[config.mk]
export PLATFORM = sky130hd
export DESIGN_NAME = set_duel_sel
export DESIGN_NICKNAME = d
export VERILOG_FILES = /design/src/rtl/dp_pkg.sv /design/src/rtl/dp_set_classify.sv /design/src/rtl/dp_sat_counter.sv /design/src/rtl/dp_policy_mux.sv /design/src/rtl/set_duel_sel.sv
export SDC_FILE = /design/constraint.sdc
export NUM_CORES = 1
export LEC_CHECK = 0
export BUFFER_PORTS_ARGS = -buffer_cell sky130_fd_sc_hd__buf_2
export CAP_MARGIN = 5
export CORE_UTILIZATION = 55
export CTS_CLUSTER_DIAMETER = 200
export DETAILED_ROUTE_END_ITERATION = 10
export PLACE_DENSITY = 0.78
export SLEW_MARGIN = 20
export SYNTH_ARGS = -nofsm -noshare
export SYNTH_HDL_FRONTEND = slang
export SYNTH_SLANG_ARGS = --single-unit
[constraint.sdc]
create_clock -name clk -period 4 [get_ports clk]
set_input_delay 0.6 -clock clk [delete_from_list [all_inputs] [get_ports clk]]
set_output_delay 0.6 -clock clk [all_outputs]
set_load 0.1 [all_outputs]
[src/rtl/dp_pkg.sv]
package dp_pkg;
  typedef enum logic [1:0] {
    KIND_FOLLOW = 2'd0,
    KIND_P0     = 2'd1,
    KIND_P1     = 2'd2
  } set_kind_e;
endpackage

[src/rtl/dp_set_classify.sv]
module dp_set_classify
  import dp_pkg::*;
#(
  parameter int IDX_W = 10
) (
  input  logic [IDX_W-1:0] idx,
  output set_kind_e        kind
);
  localparam int HALF = IDX_W / 2;

  logic [HALF-1:0] hi_part;
  logic [HALF-1:0] lo_part;
  logic            is_p0;
  logic            is_p1;

  assign hi_part = idx[IDX_W-1 -: HALF];
  assign lo_part = idx[HALF-1:0];
  assign is_p0   = (hi_part == lo_part);
  assign is_p1   = (hi_part == ~lo_part);

  always_comb begin
    if (is_p0)      kind = KIND_P0;
    else if (is_p1) kind = KIND_P1;
    else            kind = KIND_FOLLOW;
  end
endmodule

[src/rtl/dp_sat_counter.sv]
module dp_sat_counter #(
  parameter int CNT_W = 10
) (
  input  logic             clk,
  input  logic             rst_n,
  input  logic             step_up,
  input  logic             step_dn,
  output logic [CNT_W-1:0] cnt
);
  localparam logic [CNT_W-1:0] CNT_MAX = '1;
  localparam logic [CNT_W-1:0] CNT_MIN = '0;
  localparam logic [CNT_W-1:0] CNT_MID = {1'b1, {(CNT_W-1){1'b0}}};

  logic [CNT_W-1:0] cnt_q;
  logic [CNT_W-1:0] cnt_d;

  always_comb begin
    cnt_d = cnt_q;
    if (step_up && !step_dn && cnt_q != CNT_MAX)
      cnt_d = cnt_q + 1'b1;
    else if (step_dn && !step_up && cnt_q != CNT_MIN)
      cnt_d = cnt_q - 1'b1;
  end

  always_ff @(posedge clk) begin
    if (!rst_n) cnt_q <= CNT_MID;
    else        cnt_q <= cnt_d;
  end

  assign cnt = cnt_q;
endmodule

[src/rtl/dp_policy_mux.sv]
module dp_policy_mux
  import dp_pkg::*;
(
  input  set_kind_e kind,
  input  logic      leader_bit,
  output logic      pol
);
  always_comb begin
    unique case (kind)
      KIND_P0: pol = 1'b0;
      KIND_P1: pol = 1'b1;
      default: pol = leader_bit;
    endcase
  end
endmodule

[src/rtl/set_duel_sel.sv]
module set_duel_sel
  import dp_pkg::*;
#(
  parameter int IDX_W = 10,
  parameter int CNT_W = 10
) (
  input  logic             clk,
  input  logic             rst_n,
  input  logic             acc_valid,
  input  logic [IDX_W-1:0] acc_set,
  input  logic             acc_miss,
  output logic             pol_sel
);
  set_kind_e        kind;
  logic             miss_seen;
  logic             up_req;
  logic             dn_req;
  logic [CNT_W-1:0] cnt_q;

  dp_set_classify #(.IDX_W(IDX_W)) u_cls (
    .idx  (acc_set),
    .kind (kind)
  );

  assign miss_seen = acc_valid && acc_miss;
  assign up_req    = miss_seen && (kind == KIND_P0);
  assign dn_req    = miss_seen && (kind == KIND_P1);

  dp_sat_counter #(.CNT_W(CNT_W)) u_cnt (
    .clk     (clk),
    .rst_n   (rst_n),
    .step_up (up_req),
    .step_dn (dn_req),
    .cnt     (cnt_q)
  );

  dp_policy_mux u_mux (
    .kind       (kind),
    .leader_bit (cnt_q[CNT_W-1]),
    .pol        (pol_sel)
  );
endmodule

==> results of run 1 <==
-- per-stage QoR --
step	worst slack, ps	power (mW)	hold WS (ps)	instance area (sq um)
5_1_grt	500	0.247	538	1010
6_report	736	0.235	504	1010
2_1_floorplan	400	0.150	464	925
4_1_cts	747	0.236	507	1010
3_5_place_dp	515	0.164	497	983
3_3_place_gp	606	0.162	485	983
-- final cells by class --
cell class	count	area [sq um]
multi-input combinational	92	674
fill	135	536
sequential	10	200
timing repair buffer	15	77.6
clock buffer	3	22.5
tap	16	20.0
inverter	3	11.3
-- cell usage in the layout (no fill, tap or decap), types with 2 or more instances in the layout --
master,n
a21boi_1,4
a21oi_1,7
and4_1,2
buf_2,14
clkbuf_4,3
dfxtp_1,10
ha_1,8
inv_1,3
mux2i_1,2
nand2_1,13
nand2b_1,2
nand3_1,5
nand4_1,2
nor2_1,3
nor2b_1,3
nor3_1,2
nor4_1,2
o21ai_0,6
or4_1,3
xnor2_1,4
xor2_1,7
-- worst paths after layout --
kind                                     end  slack, ps  cells after the start
worst max-delay path            u_cnt.cnt[9]        740                     11
worst min-delay path            u_cnt.cnt[2]        500                      2
worst max register to register  u_cnt.cnt[9]       1050                     10
worst min register to register  u_cnt.cnt[2]        500                      2
-- power by group through the flow --
stage / Combinational [mW] / Sequential (mW) / Clock [mW]
after floorplan: 0.0442 / 0.105 / 0
after global placement: 0.0557 / 0.106 / 0
after detailed placement: 0.0575 / 0.106 / 0
after CTS: 0.0579 / 0.104 / 0.0745
after global routing: 0.0644 / 0.104 / 0.0785
final: 0.0580 / 0.104 / 0.0735
-- worst max-delay path, delay by kind of cell --
family | cells | cell delay [ps]
AOI/OAI and AO/OA | 3 | 750
xor gates and xnor gates | 1 | 160
adders and majority gates | 1 | 430
buffers and inverters | 1 | 100
muxes | 2 | 560
and+or+nand+nor | 3 | 820
-- logic make-up after synthesis --
family,after synthesis,share of synthesized area [%]
AOI/OAI and AO/OA,26,19.5
DFF,10,21.7
and+or+nand+nor,43,26.7
buffers and inverters,6,5.41
adders and majority gates,9,13.0
xor gates and xnor gates,11,10.4
muxes,3,3.38
-- per-layer routing --
metal	GRT usage (%)	vias to the layer above
met5	0	-
met4	6.67	0
met3	3.40	3
met2	42.7	21
met1	28.8	409
li1	-	428
==> flow_summary.toml, run 1 <==
[logic_synthesis]
seq_area_frac_synth_pct = 21.7
yosysTopAreaCell = "dfxtp_1"
syn_nets = 131
synth_edf_count = 0
synth_area_per_cell_sq_um = 8.56
synth_cells = 108
netlist-cell-type-count = 39
ys_ff_latch = 10
synth_area_sq_um = 925
synthArstFlopShare_pct = 0
synth_top_cells_by_count = "nand2_1, dfxtp_1, ha_1"
yosysWarnings = 0
synth-main-ff-cell = "dfxtp_1"
yosysMostFrequentCell = "nand2_1"
synth_area_leaders = "dfxtp_1, ha_1, xor2_1"
synth_top_area_share_pct = 21.7

[clock_network]
cts_buffers = 3
cts_tree = "built"
post_cts_buffers = 0
clk_latency_ps = 270
clk_pin_slew_ps = 70
cts_num_sinks = 10
clockBufferDepth = 2
clock-root-buffer = "clkbuf_4"
cts_resized = 0
hold_buffers = 0
htreeDepth = 1

[route]
dr.pass1.iters = 6
antenna_left = 0
drt-initial-drc-count = 19
route.met2.wl_microns = 959
drt_wl_total_microns = 1940
routed_via_density = 6.19
wire_per_inst_microns = 14.0
vias = 861
dr.max_layer_used = "met4"
wl_met1_microns = 871
route.detailed.drc = 0
dr_wl_met3_microns = 92

[sta]
maxSlewHeadroom_pct = 68.0
setup_tns_ps = 0
slew_violations = 0
fmax_mhz = 306
post-route-period-util_pct = 81.6
finalHoldViolCount = 0
rsz0062_at_grt = "no"
layout_min_cycle_time_ps = 3260
fin_skew_ps = 2.14
setup_viol = 0
tightest_slew_ps = 483

[floorplanning]
pin_count = 15
rows = 14
dieWidth_microns = 43
dieArea_sq_um = 1850
fp.dieH_microns = 43
start_util_pct = 60.0
core_sq_um = 1540

[worst_setup_path]
path_class = "primary input to flop"
crit_path_start = "acc_set[0]"
critPathMaxFanout = 10
critPathMostFrequentCell = "a21oi_1"
critPathMaxStageDelay_ps = 450
critPathRequiredTime_ps = 4160
crit_chain = "buf_2 -> xor2_1 -> nor4_1 -> nand3_2 -> ha_1 -> a21oi_1 -> nor2b_1 -> a311o_1 -> a21oi_1 -> mux2i_1 -> mux2_1"
cp.arrival_ps = 3430
r2r_start = "u_cnt.cnt[4]"
start_kind = "primary input"
slowest_stage = "nor4_1"
worstSetupEndpointType = "flop"

[layout]
largest_reg_flops = 10
num_antenna_cells = 0
areaGrowthSynthToFinish_pct = 8.80
layout-drive-gt1-share_pct = 20.3
final_nets = 148
instances_no_fill = 139
fin_util_pct = 65.3

[global_route]
grt_overflow = 0
antenna_found_initial = 0
grt_pass1_wl_microns = 3390
first_global_vias = 797
grt_max_degree = 13
grt_usage_pct = 23.6

[pwr]
p_leak_nw = 0.429
p_seq_share_pct = 44.2
p_per_area_nw_per_um2 = 234
p_switching_uw = 73.6
p_comb_share_pct = 24.6
p_int_uw = 162
pwr-share-clk_pct = 31.2
peakVddDrop_v = 0.000158
p_sw_share_pct = 31.3

[placed_design]
gp_congestion = 0.793
post-place-cells = 136
portBuffers = 14
dp_hpwl_microns = 1540

[run]
maxCapViolCount = 0

[run_status]
status = "finished, final reports clean"

[worst_hold_path]
min_from = "u_cnt.cnt[2]"
min_path_type = "flop to flop"
Note: power is estimated with default switching activity, not from simulation.
==> run 2: changes to the inputs <==
==> constraint.sdc (replaced) <==
create_clock -name clk -period 3.3 [get_ports clk]
set_input_delay 0.495 -clock clk [delete_from_list [all_inputs] [get_ports clk]]
set_output_delay 0.495 -clock clk [all_outputs]
set_load 0.1 [all_outputs]
==> run 2 against run 1 <==
Die area did not move. Worst setup slack got worse by 400 ps. First-iteration DRC count fell by 26%. Cell count rose by 4.3%. Sequential power rose by 21%. Critical path depth fell by 1. Critical endpoint unchanged. Global-route usage rose by 2.3 points. Sequential cell count did not move. Cell area rose by 5.1%. Non-clock buffer count rose by 5.
==> flow_summary.toml, run 2 (synthesized netlist as in run 1, its figures left out) <==
[sta]
finalHoldViolCount = 0
rsz0062_at_grt = "no"
fin_skew_ps = 6.00
setup_viol = 0
setup_tns_ps = 0
tightest_slew_ps = 485
layout_min_cycle_time_ps = 2970
post-route-period-util_pct = 89.9
slew_violations = 0
fmax_mhz = 337
maxSlewHeadroom_pct = 67.9

[worst_setup_path]
critPathMaxFanout = 8
worstSetupEndpointType = "flop"
critPathRequiredTime_ps = 3460
cp.arrival_ps = 3130
path_class = "primary input to flop"
slowest_stage = "nor4_1"
r2r_start = "u_cnt.cnt[4]"
start_kind = "primary input"
critPathMaxStageDelay_ps = 440
crit_chain = "buf_2 -> xor2_1 -> nor4_1 -> nand3_2 -> ha_1 -> nor2b_1 -> a311o_1 -> a21oi_1 -> mux2i_1 -> mux2_1"
path_buf_inv = 1
r2r_slack_ps = 510
r2r-end = "u_cnt.cnt[9]"
cp_top_family = "simple AND/OR/NAND/NOR gates"
reg2regPathDepth = 9
worst-path-stages = 10

[pwr]
p_seq_share_pct = 40.3
p_switching_uw = 88.7
pwr-share-clk_pct = 35.8
p_sw_share_pct = 28.4
p_comb_share_pct = 23.9
finalPower_uw = 313
peakVddDrop_v = 0.000241
p_int_uw = 224
p_leak_nw = 0.458
p_per_area_nw_per_um2 = 296

[layout]
layout_commonest_cell = "buf_2"
regArea_sq_um = 200
num_antenna_cells = 0
final_nets = 153
num-fill-cells = 139
largest_reg_flops = 10
areaGrowthSynthToFinish_pct = 14.3
multi_input_area_sq_um = 674
layout-drive-gt1-share_pct = 24.0
layout_common_cells = "buf_2, nand2_1, dfxtp_1"

[global_route]
first_global_vias = 912
antenna_found_initial = 0
grt_usage_pct = 25.9
grt_max_degree = 13
grt_pass1_wl_microns = 3710
grt_overflow = 0

[clock_network]
clockBufferDepth = 2
cts_num_sinks = 10
cts_buffers = 3
hold_buffers = 0
post_cts_buffers = 0
cts_tree = "built"
htreeDepth = 1
clk_latency_ps = 270
clock-root-buffer = "clkbuf_4"
cts_resized = 0
clk_pin_slew_ps = 70

[floorplanning]
core_sq_um = 1540
dieArea_sq_um = 1850
dieWidth_microns = 43
start_util_pct = 60.0
pin_count = 15
rows = 14
fp.dieH_microns = 43

[route]
dr.pass1.iters = 4
vias = 881
wire_per_inst_microns = 14.7
antenna_left = 0
drt_wl_total_microns = 2130
drt-initial-drc-count = 14
routed_via_density = 6.08
route.detailed.drc = 0

[run_status]
status = "finished, final reports clean"

[placed_design]
dp_hpwl_microns = 1670
portBuffers = 14
gp_congestion = 0.849

[run]
maxCapViolCount = 0

[worst_hold_path]
min_path_type = "flop to flop"
min_path_cells = 2
min_from = "u_cnt.cnt[7]"
hold_end = "u_cnt.cnt[7]"
==> run 2: cell types whose count changed in the layout (fill, tap and decap cells not counted), sizes merged <==
| cell | delta |
|---|---|
| clkbuf | +1 |
| buf | +5 |
==> run 2: layout make-up <==
class	instances	share of cell area (%)
Clock buffer	4	3.43
Timing Repair Buffer	20	10.9
Multi-Input combinational cell	92	63.8
Inverter	3	1.07
Sequential cell	10	18.9
Tap cell	16	1.89
==> run 2: worst max-delay path by stage <==
stage | slack, ps | endpoint | from
finish | 330 | u_cnt.cnt[9] | acc_set[0]
global route | 90 | u_cnt.cnt[9] | acc_set[0]
CTS | 340 | u_cnt.cnt[9] | acc_set[0]
detailed placement | 70 | u_cnt.cnt[9] | acc_set[0]
global placement | 150 | u_cnt.cnt[9] | acc_set[0]
floorplan | 150 | u_cnt.cnt[9] | acc_set[0]
==> run 2: tightest hold or removal path: stages, from the launching register on <==
cell      delay (ps)
dfxtp_1          330
nand3_1           70
a21boi_1          50
==> run 2: per-stage QoR <==
stage | instances | worst slack (ps) | area, sq um | hold slack [ps] | util (%)
finish | 145 | 332 | 1060 | 504 | 68.6
global route | 145 | 86.2 | 1060 | 535 | 68.6
CTS | 145 | 340 | 1060 | 507 | 68.6
detailed placement | 141 | 73.3 | 1020 | 496 | 66.2
global placement | 141 | 152 | 1020 | 484 | 66.2
floorplan | 108 | 146 | 925 | 464 | -
==> run 2: power by group through the flow <==
| stage | Sequential, mW | Combinational (mW) | Clock, mW |
|---|---|---|---|
| 5_1_grt | 0.127 | 0.0827 | 0.122 |
| 6_report | 0.126 | 0.0747 | 0.112 |
| 3_3_place_gp | 0.129 | 0.0714 | 0 |
| 2_1_floorplan | 0.128 | 0.0537 | 0 |
| 3_5_place_dp | 0.129 | 0.0739 | 0 |
| 4_1_cts | 0.126 | 0.0743 | 0.113 |
==> run 2: routing by layer <==
layer	wire length, microns	vias up	global-route usage [%]
met3	62	2	8.51
met2	1110	8	48.5
li1	-	437	-
met5	0	-	0
met1	936	434	29.0
met4	10	0	3.03
==> run 3: changes to the inputs <==
--- a/config.mk
+++ b/config.mk
@@ -7,10 +7,10 @@
 export LEC_CHECK = 0
 export BUFFER_PORTS_ARGS = -buffer_cell sky130_fd_sc_hd__buf_2
 export CAP_MARGIN = 5
-export CORE_UTILIZATION = 55
+export CORE_UTILIZATION = 30
 export CTS_CLUSTER_DIAMETER = 200
 export DETAILED_ROUTE_END_ITERATION = 10
-export PLACE_DENSITY = 0.78
+export PLACE_DENSITY = 0.49
 export SLEW_MARGIN = 20
 export SYNTH_ARGS = -nofsm -noshare
 export SYNTH_HDL_FRONTEND = slang
==> run 3 against run 2 <==
The run now ends with DRC left. Clock power hardly changed. Sequential cell count stayed put. Global-route usage is 10 points lower. Register-to-register slack better by 40 ps. Critical path type unchanged. Highest routed layer unchanged.
==> flow_summary.toml, run 3 (synthesized netlist as in run 1, its figures left out) <==
[sta]
setup_tns_ps = 0
maxSlewHeadroom_pct = 67.7
finalHoldViolCount = 0
fmax_mhz = 337
post-route-period-util_pct = 90.0
fin_skew_ps = 7.23
setup_viol = 0
layout_min_cycle_time_ps = 2970
rsz0062_at_grt = "no"
slew_violations = 0
tightest_slew_ps = 488
finalWorstSetupSlack_ps = 328
holdWs_ps = 513

[pwr]
p_leak_nw = 0.458
finalPower_uw = 315
p_per_area_nw_per_um2 = 293
peakVddDrop_v = 0.000104

[placed_design]
dp_hpwl_microns = 1720
portBuffers = 14
pre_cts_slack_ps = 44.3
place_area_sq_um = 1040
gp_congestion = 0.826
post-place-cells = 156

[layout]
largest_reg_flops = 10
num-fill-cells = 311
regArea_sq_um = 200
multi_input_area_sq_um = 674
final_nets = 153
layout-drive-gt1-share_pct = 24.0
layout_commonest_cell = "buf_2"
layout_common_cells = "buf_2, nand2_1, dfxtp_1"
areaGrowthSynthToFinish_pct = 16.4
num_antenna_cells = 0
instances_no_fill = 160
fin_util_pct = 38.0
final_area_sq_um = 1080

[worst_setup_path]
r2r-end = "u_cnt.cnt[9]"
critPathMostFrequentCell = "a21oi_1"
reg2regPathDepth = 10
r2r_start = "u_cnt.cnt[4]"
critPathRequiredTime_ps = 3470
crit_path_start = "acc_set[0]"
crit_chain = "buf_2 -> xor2_1 -> nor4_1 -> nand3_2 -> ha_1 -> a21oi_1 -> nor2b_1 -> a311o_1 -> a21oi_1 -> mux2i_1 -> mux2_1"
critPathMaxFanout = 7
slowest_stage = "nor4_1"
path_class = "primary input to flop"
path_buf_inv = 1
cp.arrival_ps = 3140
worstSetupEndpointType = "flop"
r2r_slack_ps = 550
critPathMaxStageDelay_ps = 460
cp_top_family = "simple AND/OR/NAND/NOR gates"
start_kind = "primary input"

[clock_network]
cts_num_sinks = 10
cts_buffers = 3
clockBufferDepth = 2
cts_resized = 0
clock-root-buffer = "clkbuf_4"
clk_latency_ps = 280
clk_pin_slew_ps = 70
hold_buffers = 0
cts_tree = "built"
post_cts_buffers = 0
htreeDepth = 1

[run_status]
violations = "DRC"
status = "finished, violations left"

[route]
route.detailed.drc = 1
dr.pass1.iters = 7
vias = 831
drt_wl_total_microns = 2090
routed_via_density = 5.19
wire_per_inst_microns = 13.0
drt-initial-drc-count = 12
antenna_left = 0

[global_route]
grt_overflow = 0
grt_pass1_wl_microns = 3780
first_global_vias = 817
antenna_found_initial = 0
grt_max_degree = 13
grt_usage_pct = 15.5

[floorplanning]
fp.dieH_microns = 57.5
rows = 19
core_sq_um = 2830
pin_count = 15
dieWidth_microns = 57.5
start_util_pct = 32.7
dieArea_sq_um = 3310

[worst_hold_path]
min_path_cells = 2
min_path_type = "flop to flop"
hold_end = "u_cnt.cnt[2]"
min_from = "u_cnt.cnt[2]"

[run]
maxCapViolCount = 0
run 3: cell counts in the layout (fill, tap and decap cells not counted):
Identical to the previous run, type by type.
run 3: final cells by class:
type	count	area share, %
Sequential cell	10	18.6
Tap cell	31	3.60
Clock buffer	4	3.37
Inverter	3	1.05
Timing Repair Buffer	20	10.7
Multi-Input combinational cell	92	62.7
run 3: how the worst max path moves through the flow:
stage	slack, ps	end	depth (start not counted)
2_1_floorplan	150	u_cnt.cnt[9]	10
3_3_place_gp	190	u_cnt.cnt[9]	11
3_5_place_dp	40	u_cnt.cnt[9]	11
4_1_cts	330	u_cnt.cnt[9]	11
5_1_grt	70	u_cnt.cnt[6]	13
6_report	330	u_cnt.cnt[9]	11
run 3: report_power, final:
part	total (mW)	leakage, nW	internal, mW	switching, mW
sequential	0.126	0.0807	0.123	0.00299
combinational	0.0737	0.356	0.0337	0.0400
clock	0.115	0.0210	0.0672	0.0479
run 3: worst reg2reg max path, cell delays in order (launching register included):
cell and delay (ps):
dfxtp_1 350, and4_1 220, a41oi_1 230, nand3_2 190, ha_1 340, a21oi_1 140, nor2b_1 70, a311o_1 380
a21oi_1 180, mux2i_1 220, mux2_1 330
run 3: layer usage:
metal	vias up	track usage (%)	routed length (microns)
li1	438	-	-
met2	5	25.9	1050
met1	383	18.5	941
met5	-	0	0
met4	0	6.27	33
met3	5	4.76	60
